### src/rtl/tbwd_pkg.sv
`timescale 1ns/1ps
package tbwd_pkg;
   // byte offsets decoded by the register file
   localparam int unsigned OFS_CTRL0 = 0;
   localparam int unsigned OFS_CTRL1 = 4;
   localparam int unsigned OFS_TBASE = 8;
   // bit positions software relies on
   localparam int unsigned C0_RSTF  = 3;
   localparam int unsigned C0_STATE = 2;
   localparam int unsigned C0_EN    = 1;
   localparam int unsigned C1_EN    = 0;

   typedef enum logic [1:0] {
      SEL_NONE,
      SEL_CTRL0,
      SEL_CTRL1,
      SEL_TBASE
   } reg_sel_e;
endpackage

### src/rtl/tbwd_timebase.sv
`timescale 1ns/1ps
module tbwd_timebase #(
   parameter int unsigned TB_W = 32
) (
   input  logic            clk,
   input  logic            rst_n,
   output logic [TB_W-1:0] tb_value
);
   logic [TB_W-1:0] count_q;

   always_ff @(posedge clk or negedge rst_n) begin
      if (!rst_n) count_q <= '0;
      else        count_q <= count_q + 1'b1;
   end

   assign tb_value = count_q;

   AST_TB_ADVANCES: assert property (@(posedge clk) disable iff (!rst_n)
      $past(rst_n) |-> (count_q != $past(count_q)));
endmodule

### src/rtl/tbwd_regs.sv
`timescale 1ns/1ps
module tbwd_regs
   import tbwd_pkg::*;
#(
   parameter int unsigned ADDR_W      = 8,
   parameter int unsigned DATA_W      = 32,
   parameter int unsigned TB_W        = 32,
   parameter bit          ENABLE_ONCE = 1'b0
) (
   input  logic              clk,
   input  logic              rst_n,
   input  logic [ADDR_W-1:0] bus_addr,
   input  logic              bus_wr,
   input  logic [DATA_W-1:0] bus_wdata,
   input  logic              bus_rd,
   output logic [DATA_W-1:0] bus_rdata,
   input  logic [TB_W-1:0]   tb_value,
   input  logic              state_flag,
   input  logic              rstf_flag,
   output logic              armed,
   output logic              clr_state,
   output logic              clr_rstf,
   output logic              kick
);
   reg_sel_e          sel;
   logic              en0_q, en1_q;
   logic              locked;
   logic              wr0, wr1;
   logic [DATA_W-1:0] rd_mux;
   logic [DATA_W-1:0] rdata_q;
   logic              unused_wdata;

   always_comb begin
      if (bus_addr == ADDR_W'(OFS_CTRL0))      sel = SEL_CTRL0;
      else if (bus_addr == ADDR_W'(OFS_CTRL1)) sel = SEL_CTRL1;
      else if (bus_addr == ADDR_W'(OFS_TBASE)) sel = SEL_TBASE;
      else                                     sel = SEL_NONE;
   end

   assign wr0 = bus_wr && (sel == SEL_CTRL0);
   assign wr1 = bus_wr && (sel == SEL_CTRL1);

   generate
      if (ENABLE_ONCE) begin : g_once
         logic lock_q;
         always_ff @(posedge clk or negedge rst_n) begin
            if (!rst_n) lock_q <= 1'b0;
            else        lock_q <= lock_q | (en0_q & en1_q);
         end
         assign locked = lock_q;

         AST_LOCK_KEEPS_EN: assert property (@(posedge clk) disable iff (!rst_n)
            lock_q |=> (en0_q && en1_q));
      end else begin : g_free
         assign locked = 1'b0;
      end
   endgenerate

   always_ff @(posedge clk or negedge rst_n) begin
      if (!rst_n) begin
         en0_q <= 1'b0;
         en1_q <= 1'b0;
      end else begin
         if (wr0) en0_q <= bus_wdata[C0_EN] | locked;
         if (wr1) en1_q <= bus_wdata[C1_EN] | locked;
      end
   end

   assign armed     = en0_q & en1_q;
   assign clr_state = wr0 & bus_wdata[C0_STATE];
   assign clr_rstf  = wr0 & bus_wdata[C0_RSTF];
   assign kick      = clr_state | clr_rstf;

   always_comb begin
      rd_mux = '0;
      case (sel)
         SEL_CTRL0: begin
            rd_mux[C0_RSTF]  = rstf_flag;
            rd_mux[C0_STATE] = state_flag;
            rd_mux[C0_EN]    = en0_q;
         end
         SEL_CTRL1: rd_mux[C1_EN]    = en1_q;
         SEL_TBASE: rd_mux[TB_W-1:0] = tb_value;
         default:   rd_mux = '0;
      endcase
   end

   always_ff @(posedge clk or negedge rst_n) begin
      if (!rst_n)      rdata_q <= '0;
      else if (bus_rd) rdata_q <= rd_mux;
   end

   assign bus_rdata    = rdata_q;
   assign unused_wdata = &{1'b0, bus_wdata};
endmodule

### src/rtl/tbwd_expiry.sv
`timescale 1ns/1ps
module tbwd_expiry #(
   parameter int unsigned INTERVAL_EXP = 16,
   parameter int unsigned RST_PULSE    = 16
) (
   input  logic clk,
   input  logic rst_n,
   input  logic armed,
   input  logic kick,
   input  logic clr_state,
   input  logic clr_rstf,
   output logic state_flag,
   output logic rstf_flag,
   output logic sys_rst
);
   localparam int unsigned PW = $clog2(RST_PULSE + 1);

   logic [INTERVAL_EXP-1:0] ivl_q;
   logic                    expire;
   logic                    second;
   logic                    state_q, rstf_q;
   logic [PW-1:0]           pulse_q;

   // a service write in the same cycle wins over an expiry
   assign expire = armed & ~kick & (&ivl_q);
   assign second = expire & state_q;

   always_ff @(posedge clk or negedge rst_n) begin
      if (!rst_n)              ivl_q <= '0;
      else if (!armed || kick) ivl_q <= '0;
      else                     ivl_q <= ivl_q + 1'b1;
   end

   always_ff @(posedge clk or negedge rst_n) begin
      if (!rst_n) begin
         state_q <= 1'b0;
         rstf_q  <= 1'b0;
      end else begin
         if (clr_state)   state_q <= 1'b0;
         else if (expire) state_q <= 1'b1;
         if (clr_rstf)    rstf_q  <= 1'b0;
         else if (second) rstf_q  <= 1'b1;
      end
   end

   always_ff @(posedge clk or negedge rst_n) begin
      if (!rst_n)              pulse_q <= '0;
      else if (second)         pulse_q <= PW'(RST_PULSE);
      else if (pulse_q != '0)  pulse_q <= pulse_q - 1'b1;
   end

   assign state_flag = state_q;
   assign rstf_flag  = rstf_q;
   assign sys_rst    = (pulse_q != '0);

   AST_DISARMED_QUIET: assert property (@(posedge clk) disable iff (!rst_n)
      (!armed && !clr_state) |=> $stable(state_q));
   AST_KICK_CLEARS: assert property (@(posedge clk) disable iff (!rst_n)
      clr_state |=> !state_q);
   AST_STATE_NEEDS_ARM: assert property (@(posedge clk) disable iff (!rst_n)
      $rose(state_q) |-> $past(armed));
   AST_RST_AFTER_STATE: assert property (@(posedge clk) disable iff (!rst_n)
      $rose(sys_rst) |-> $past(state_q));
   AST_RSTF_STICKY: assert property (@(posedge clk) disable iff (!rst_n)
      (rstf_q && !clr_rstf) |=> rstf_q);
endmodule

### src/rtl/tbwd_top.sv
`timescale 1ns/1ps
module tbwd_top #(
   parameter int unsigned ADDR_W       = 8,
   parameter int unsigned DATA_W       = 32,
   parameter int unsigned TB_W         = 32,
   parameter int unsigned INTERVAL_EXP = 16,
   parameter int unsigned RST_PULSE    = 16,
   parameter bit          ENABLE_ONCE  = 1'b0
) (
   input  logic              clk,
   input  logic              rst_n,
   input  logic [ADDR_W-1:0] bus_addr,
   input  logic              bus_wr,
   input  logic [DATA_W-1:0] bus_wdata,
   input  logic              bus_rd,
   output logic [DATA_W-1:0] bus_rdata,
   output logic              wd_irq,
   output logic              wd_sys_rst
);
   generate
      if (ADDR_W < 4)                           $error("ADDR_W must cover offset 0x8");
      if (DATA_W < 4)                           $error("DATA_W must hold the flag bits");
      if (TB_W < 1 || TB_W > DATA_W)            $error("TB_W must fit in DATA_W");
      if (INTERVAL_EXP < 1 || INTERVAL_EXP > 31) $error("INTERVAL_EXP out of range");
      if (RST_PULSE < 1)                        $error("RST_PULSE must be at least 1");
   endgenerate

   logic [TB_W-1:0] tb_value;
   logic armed, kick, clr_state, clr_rstf;
   logic state_flag, rstf_flag;

   tbwd_timebase #(.TB_W(TB_W)) u_tb (
      .clk      (clk),
      .rst_n    (rst_n),
      .tb_value (tb_value)
   );

   tbwd_regs #(
      .ADDR_W      (ADDR_W),
      .DATA_W      (DATA_W),
      .TB_W        (TB_W),
      .ENABLE_ONCE (ENABLE_ONCE)
   ) u_regs (
      .clk        (clk),
      .rst_n      (rst_n),
      .bus_addr   (bus_addr),
      .bus_wr     (bus_wr),
      .bus_wdata  (bus_wdata),
      .bus_rd     (bus_rd),
      .bus_rdata  (bus_rdata),
      .tb_value   (tb_value),
      .state_flag (state_flag),
      .rstf_flag  (rstf_flag),
      .armed      (armed),
      .clr_state  (clr_state),
      .clr_rstf   (clr_rstf),
      .kick       (kick)
   );

   tbwd_expiry #(
      .INTERVAL_EXP (INTERVAL_EXP),
      .RST_PULSE    (RST_PULSE)
   ) u_exp (
      .clk        (clk),
      .rst_n      (rst_n),
      .armed      (armed),
      .kick       (kick),
      .clr_state  (clr_state),
      .clr_rstf   (clr_rstf),
      .state_flag (state_flag),
      .rstf_flag  (rstf_flag),
      .sys_rst    (wd_sys_rst)
   );

   assign wd_irq = state_flag;

   AST_IRQ_DROPS_ON_CLEAR: assert property (@(posedge clk) disable iff (!rst_n)
      clr_state |=> !wd_irq);
endmodule

### config.mk
export PLATFORM = sky130hd
export DESIGN_NAME = tbwd_top
export DESIGN_NICKNAME = d
export VERILOG_FILES = /design/src/rtl/tbwd_pkg.sv /design/src/rtl/tbwd_timebase.sv /design/src/rtl/tbwd_regs.sv /design/src/rtl/tbwd_expiry.sv /design/src/rtl/tbwd_top.sv
export SDC_FILE = /design/constraint.sdc
export NUM_CORES = 1
export LEC_CHECK = 0
export BUFFER_PORTS_ARGS = -buffer_cell sky130_fd_sc_hd__buf_2
export CAP_MARGIN = 0
export CORE_MARGIN = 3
export CORE_UTILIZATION = 55
export CTS_CLUSTER_DIAMETER = 40
export DETAILED_ROUTE_END_ITERATION = 7
export PLACE_DENSITY = 0.84
export RECOVER_POWER = 100
export SLEW_MARGIN = 20
export SYNTH_ARGS = -nofsm -noshare
export SYNTH_HDL_FRONTEND = slang
export SYNTH_SLANG_ARGS = --single-unit
### constraint.sdc
create_clock -name clk -period 1.8 [get_ports clk]
set_input_delay 0.36 -clock clk [delete_from_list [all_inputs] [get_ports clk]]
set_output_delay 0.36 -clock clk [all_outputs]
set_load 0.1 [all_outputs]
# [Word-level counts from Yosys, hierarchy flattened]
# Cells that the tools add are included.
# W data, S select, Z words.
[totals] input_bits=44 output_inout_bits=34 word_cells=47 register_bits=89
[classes] n_eq_ne=5 reduce_logical=10 bitwise=8 n_addsub=3 mux=13
[op_table] cell="$add A32 B1 Y32 const B" count=1
[op_table] cell="$mux W28" count=1
[op_table] cell="$add A16 B1 Y16 const B" count=1
[op_table] cell="$mux W16" count=1
[op_table] cell="$reduce_and A16 Y1" count=1
[op_table] cell="$mux W5" count=2
[op_table] cell="$eq A8 B3 Y1 const B" count=1
[op_table] cell="$eq A8 B4 Y1 const B" count=1
[op_table] cell="$logic_not A8 Y1" count=1
[op_table] cell="$and A1 B1 Y1" count=6
[op_table] cell="$mux W2" count=3
[op_table] cell="$pmux W3 S2" count=1
[op_table] cell="$reduce_bool A2 Y1" count=3
[op_table] cell="$reduce_bool A5 Y1" count=1
[op_table] cell="$sub A5 B1 Y5 const B" count=1
[op_table] cell="$eq A2 B2 Y1 const B" count=2
[op_table] cell="$mux W1" count=4
[op_table] cell="$eq A2 B1 Y1 const B" count=1
[op_table] cell="$logic_and A1 B1 Y1" count=2
[op_table] cell="$pmux W1 S2" count=1
[op_table] cell="$logic_not A1 Y1" count=1
[op_table] cell="$logic_or A1 B1 Y1" count=1
[op_table] cell="$not A1 Y1" count=1
[op_table] cell="$or A1 B1 Y1" count=1

# [Longest topological paths before layout]
[logic_depth] depth_word=14 mapped_depth=6 ltp_nobuf=6

# [Hierarchy]
# From an unflattened synthesis, not the netlist that was laid out.
[hier_totals] cells_unflattened=332 area_unflattened_um2=3930.0
[by_module_without_submodules] mod="tbwd_timebase" n_inst=1 area_each_um2=1478.9 cells_each=127 seq_area_each_um2=800.8
[by_module_without_submodules] mod="tbwd_regs" n_inst=1 area_each_um2=1341.3 cells_each=92 seq_area_each_um2=850.8
[by_module_without_submodules] mod="tbwd_expiry" n_inst=1 area_each_um2=1109.8 cells_each=113 seq_area_each_um2=575.6

# [Least setup slack after synthesis]
# No wires, ideal clock.
[synth_timing] path_kind="register to output" from="register u_exp.pulse_q[0]" to="output port wd_sys_rst" path_slack_ps=-94 arrival_ps=1534 t_required_ps=1440 path_stages_with_launch=5 n_path_buf=0 path_cell_list="dfrtp_1 -> inv_1 -> ha_1 -> nor4b_2 -> inv_1"
[synth_via] elab_chain_cells=1
[synth_rtl] element="start: declaration" line_no="tbwd_expiry.sv:22" source="logic [PW-1:0] pulse_q;"
[synth_rtl] element="start signal: assignment" line_no="tbwd_expiry.sv:48" source="else if (second) pulse_q <= PW'(RST_PULSE);"
[synth_rtl] element="start signal: assignment" line_no="tbwd_expiry.sv:49" source="else if (pulse_q != '0) pulse_q <= pulse_q - 1'b1;"
[synth_rtl] element="$reduce_bool A5 Y1" line_no="tbwd_expiry.sv:54" source="assign sys_rst = (pulse_q != '0);"
[synth_rtl] element="end: declaration" line_no="tbwd_top.sv:18" source="output logic wd_sys_rst"
# Every way passes these cells.

# [Worst setup path after layout]
[layout_timing] from="register u_exp.pulse_q[1]" to="output port wd_sys_rst"
# Same word-level chain as after synthesis.

==> metrics.log <==
[metrics] final setup fails: 1
[metrics] setup repair after global routing missed its margin: yes
[metrics] final setup skew: roughly 0.007 ns
[metrics] DIE AREA: 8250 µm²
[metrics] peak fanout along the critical path: 2
[metrics] total number of nets in the final design: 445
[metrics] Yosys warnings: 0
[metrics] Internal Power: about 0.0027 W
[metrics] post-placement cell area: about 4400 µm²
[metrics] status: finished, violations left
[metrics] failing checks: negative setup slack
[metrics] layout cells sized above 1: roughly a quarter
[metrics] Mean Syn Cell Area: 12.0 µm²
[metrics] end point of the critical path: wd_sys_rst
[metrics] count of mapped cells out of synthesis: 330
[metrics] Min Clock Period, post-route: around 2.0 ns
[metrics] Total Power: about 0.0035 W
[metrics] vias: roughly 2800
[metrics] worst path cell trace: inv_2 -> ha_4 -> nor4b_4 -> clkinvlp_4 -> buf_12
[metrics] element type at the critical path start: register
[metrics] start of the worst register-to-register path: u_tb.tb_value[2]
[metrics] proportion of power drawn by combinational gates: under 10%
[metrics] number of fillers in the final layout: approximately 530
[metrics] clock network fraction of total power: 40.2%
[metrics] synthesized flop and latch total: 89
[metrics] clock buffer depth: 2
[metrics] slowest stage delay, CP: 0.40 ns
[metrics] Fin. Hold Viols: 0
[metrics] worst setup path startpoint: u_exp.pulse_q[1]
[metrics] clock-pin slew reported for the worst setup and hold paths after clock tree synthesis: roughly 0.08 ns
[metrics] number of placement rows: 30
[metrics] highest-delay cell along the critical path: sky130_fd_sc_hd__dfrtp_1
[metrics] initial drt markers: roughly 110
[metrics] detailed-placement wirelength estimate: 5270 µm
[metrics] Die Width: a little over 90 µm
[metrics] worst hold path type: primary input to async pin
[metrics] antenna violations before repair: 0
[metrics] cell accounting for the most synthesized area: sky130_fd_sc_hd__dfrtp_1
[metrics] class of the most critical setup path: register to primary output
[metrics] Net Sw Frac: roughly 22%
[metrics] most common cell after layout, fill and taps aside: sky130_fd_sc_hd__dfrtp_1
[metrics] setup TNS: -0.168 ns
[metrics] Overall Global Routing Usage: between 20% and 30%
[metrics] Post-synth EDFFs: 0
[metrics] max-capacitance violation count: 0
[metrics] aggregate global routing overflow: 0
[metrics] LEAKAGE: between 2 and 2.5 nW
[metrics] remaining max-slew budget at the tightest pin: 31.3%
[metrics] Data required, critical path: 1.44 ns
[metrics] synthesis-to-layout area growth: 15.6%
[metrics] Layout Utilization: 66.6%
[metrics] residual antenna-violating net count after detailed routing: 0
[metrics] fraction of post-synthesis cell area in the top cell type by area: 56.3%
[metrics] share of flip-flops with an asynchronous set or reset after synthesis: 100%
[metrics] largest cells by area after synthesis: sky130_fd_sc_hd__dfrtp_1 (56%), sky130_fd_sc_hd__a22o_1 (6.4%), sky130_fd_sc_hd__xnor2_1 (6.0%)
[metrics] FMAX: 0.508 GHz
[metrics] maximum number of pins on one net before global-route repair: 43
[metrics] netlist area before placement: 3960 µm²
[metrics] register-to-register setup slack: 0.04 ns
[metrics] summed area of non-filler cells in the final layout: ~4600 µm²
[metrics] share of the clock period used by the worst path: 109%
[metrics] number of levels the H-tree was split into: 3
[metrics] DIE HEIGHT: about 90 µm
[metrics] global-route wire length before repair: 13400 µm
[metrics] DRT Pass-1 Iters: 4
[metrics] wire length per cell: ~16 µm
[metrics] number of clock sinks: 89
[metrics] number of distinct standard cells referenced by the synthesized netlist: 46
[metrics] crit end category: primary output
[metrics] dominant register cell in the synthesized netlist: sky130_fd_sc_hd__dfrtp_1
[metrics] IR Drop Worst-Case VDD: 439 µV
[metrics] total clock buffers created by CTS: 9
[metrics] critical path arrival: between 1.5 and 2 ns
[metrics] DRC viols: 0
[metrics] Buffers on Ports: between 40 and 50
[metrics] CTS tree: yes
[metrics] CTS Hold Buffers Added: 0
[metrics] # diodes: 0
[metrics] share of synthesized area occupied by flip-flops and latches: between 50% and 60%
[metrics] Initial Utilization: 57.6%
[metrics] net switching power: around 0.00077 W
[metrics] fin. max-slew vios: 0
[metrics] sequential group share of total power: between 50 and 60%
[metrics] global placer's final weighted congestion: around 0.76
[metrics] pin slew with the least headroom to its limit: 1.03 ns
[metrics] clock network latency to the later pin of the worst-skew pair: 0.36 ns
[metrics] root buf cell: sky130_fd_sc_hd__clkbuf_8
[metrics] core outline area: ~6900 µm²
[metrics] drt via density: ~5.7
[metrics] via count of the first global-routing pass: 2871
[metrics] commonest cells after routing, fill and taps aside: sky130_fd_sc_hd__dfrtp_1 (89), sky130_fd_sc_hd__clkbuf_2 (37), sky130_fd_sc_hd__a22o_1 (29)
[metrics] P per Cell Area: between 700 and 800 nW/µm²
[metrics] post-synth net total: 378
[metrics] capturing point of the worst reg2reg path: u_tb.tb_value[16]
[metrics] Min Hold Slack: 0.171 ns
[metrics] post-route setup slack: -0.168 ns
[metrics] cell depth of the worst flop-to-flop path: 4
[metrics] DRT Wirelength: ~7900 µm
[metrics] I/O pin total: roughly 80
-- flip-flops by register name (all words and copies together) (netlist names) --
register / flops
u_regs.bus_rdata: 32
u_tb.tb_value: 32
u_exp.ivl_q: 16
u_exp.pulse_q: 5
u_exp.rstf_flag: 1
u_exp.state_flag: 1
u_regs.en0_q: 1
u_regs.en1_q: 1
-- final cells by class --
cell class | instances | area [µm²] | share of cell area, %
Tap cell | 96 | 120 | 2.63
Timing Repair Buffer | 67 | 397 | 8.67
Clock buffer | 12 | 155 | 3.39
Sequential cell | 89 | 2230 | 48.7
Inverter | 11 | 45.0 | 0.985
Multi-Input combinational cell | 219 | 1580 | 34.5
Clock inverter | 4 | 51.3 | 1.12
-- metal layers --
layer | part of all wire, % | track usage [%]
met1 | 43 | 24.0
met2 | 51 | 34.7
met3 | 3.4 | 3.75
met4 | 2.3 | 9.92
met5 | 0 | 0
-- kinds of logic after synthesis --
| kind of cell | count (synthesis) | synth area share, % |
|---|---|---|
| flops | 89 | 56.3 |
| fa+ha+maj | 4 | 1.26 |
| compound gates | 50 | 9.96 |
| simple gates | 116 | 18.6 |
| mux | 6 | 1.61 |
| xor+xnor | 43 | 9.51 |
| buf+inv | 22 | 2.78 |
-- power by group through the flow --
| stage | logic, W | clock network, W | registers (W) |
|---|---|---|---|
| floorplan | 0.0000293 | 0 | 0.00205 |
| global route | 0.000108 | 0.00151 | 0.00200 |
| detailed placement | 0.000112 | 0 | 0.00204 |
| global placement | 0.000109 | 0 | 0.00204 |
| finish | 0.0000956 | 0.00141 | 0.00200 |
| CTS | 0.000113 | 0.00143 | 0.00200 |
-- cells in the mapped netlist, drive strengths merged (6+ instances only) --
master   n
dfrtp   89
a22o    29
xnor2   27
nor2    25
nand3   20
nand4   17
nand2   16
xor2    16
inv     11
a21oi    9
and2     8
clkbuf   6
nor3     6
-- worst min path at each step --
stage | from | end | cells after the start
final | rst_n | u_exp.pulse_q[2] | 1
after global routing | bus_wdata[0] | u_regs.en1_q | 2
after CTS | rst_n | u_exp.pulse_q[2] | 1
after detailed placement | rst_n | u_exp.pulse_q[2] | 1
after global placement | rst_n | u_exp.pulse_q[2] | 1
after floorplan | rst_n | u_exp.ivl_q[0] | 0
-- timing repair --
action,CTS,global route
setup buffers,4,5
cloned,0,0
pin swaps,1,1
setup endpoints to repair,1,1
resized for setup,4,0
-- stage by stage --
step / setup WS, ns / instances
global route: -0.205 / 498
finish: -0.168 / 498
floorplan: -0.0381 / 330
detailed placement: 0.0964 / 473
global placement: 0.132 / 473
CTS: -0.139 / 493
-- worst max-delay path, delay by kind of cell, from the launching register on --
kind	cells	cell delay, ns
AND/OR/NAND/NOR	1	0.27
adder cells (fa/ha/maj)	1	0.14
flip-flops	1	0.40
buffers and inverters	3	0.44
No activity file was read; power rests on OpenSTA's default activity.
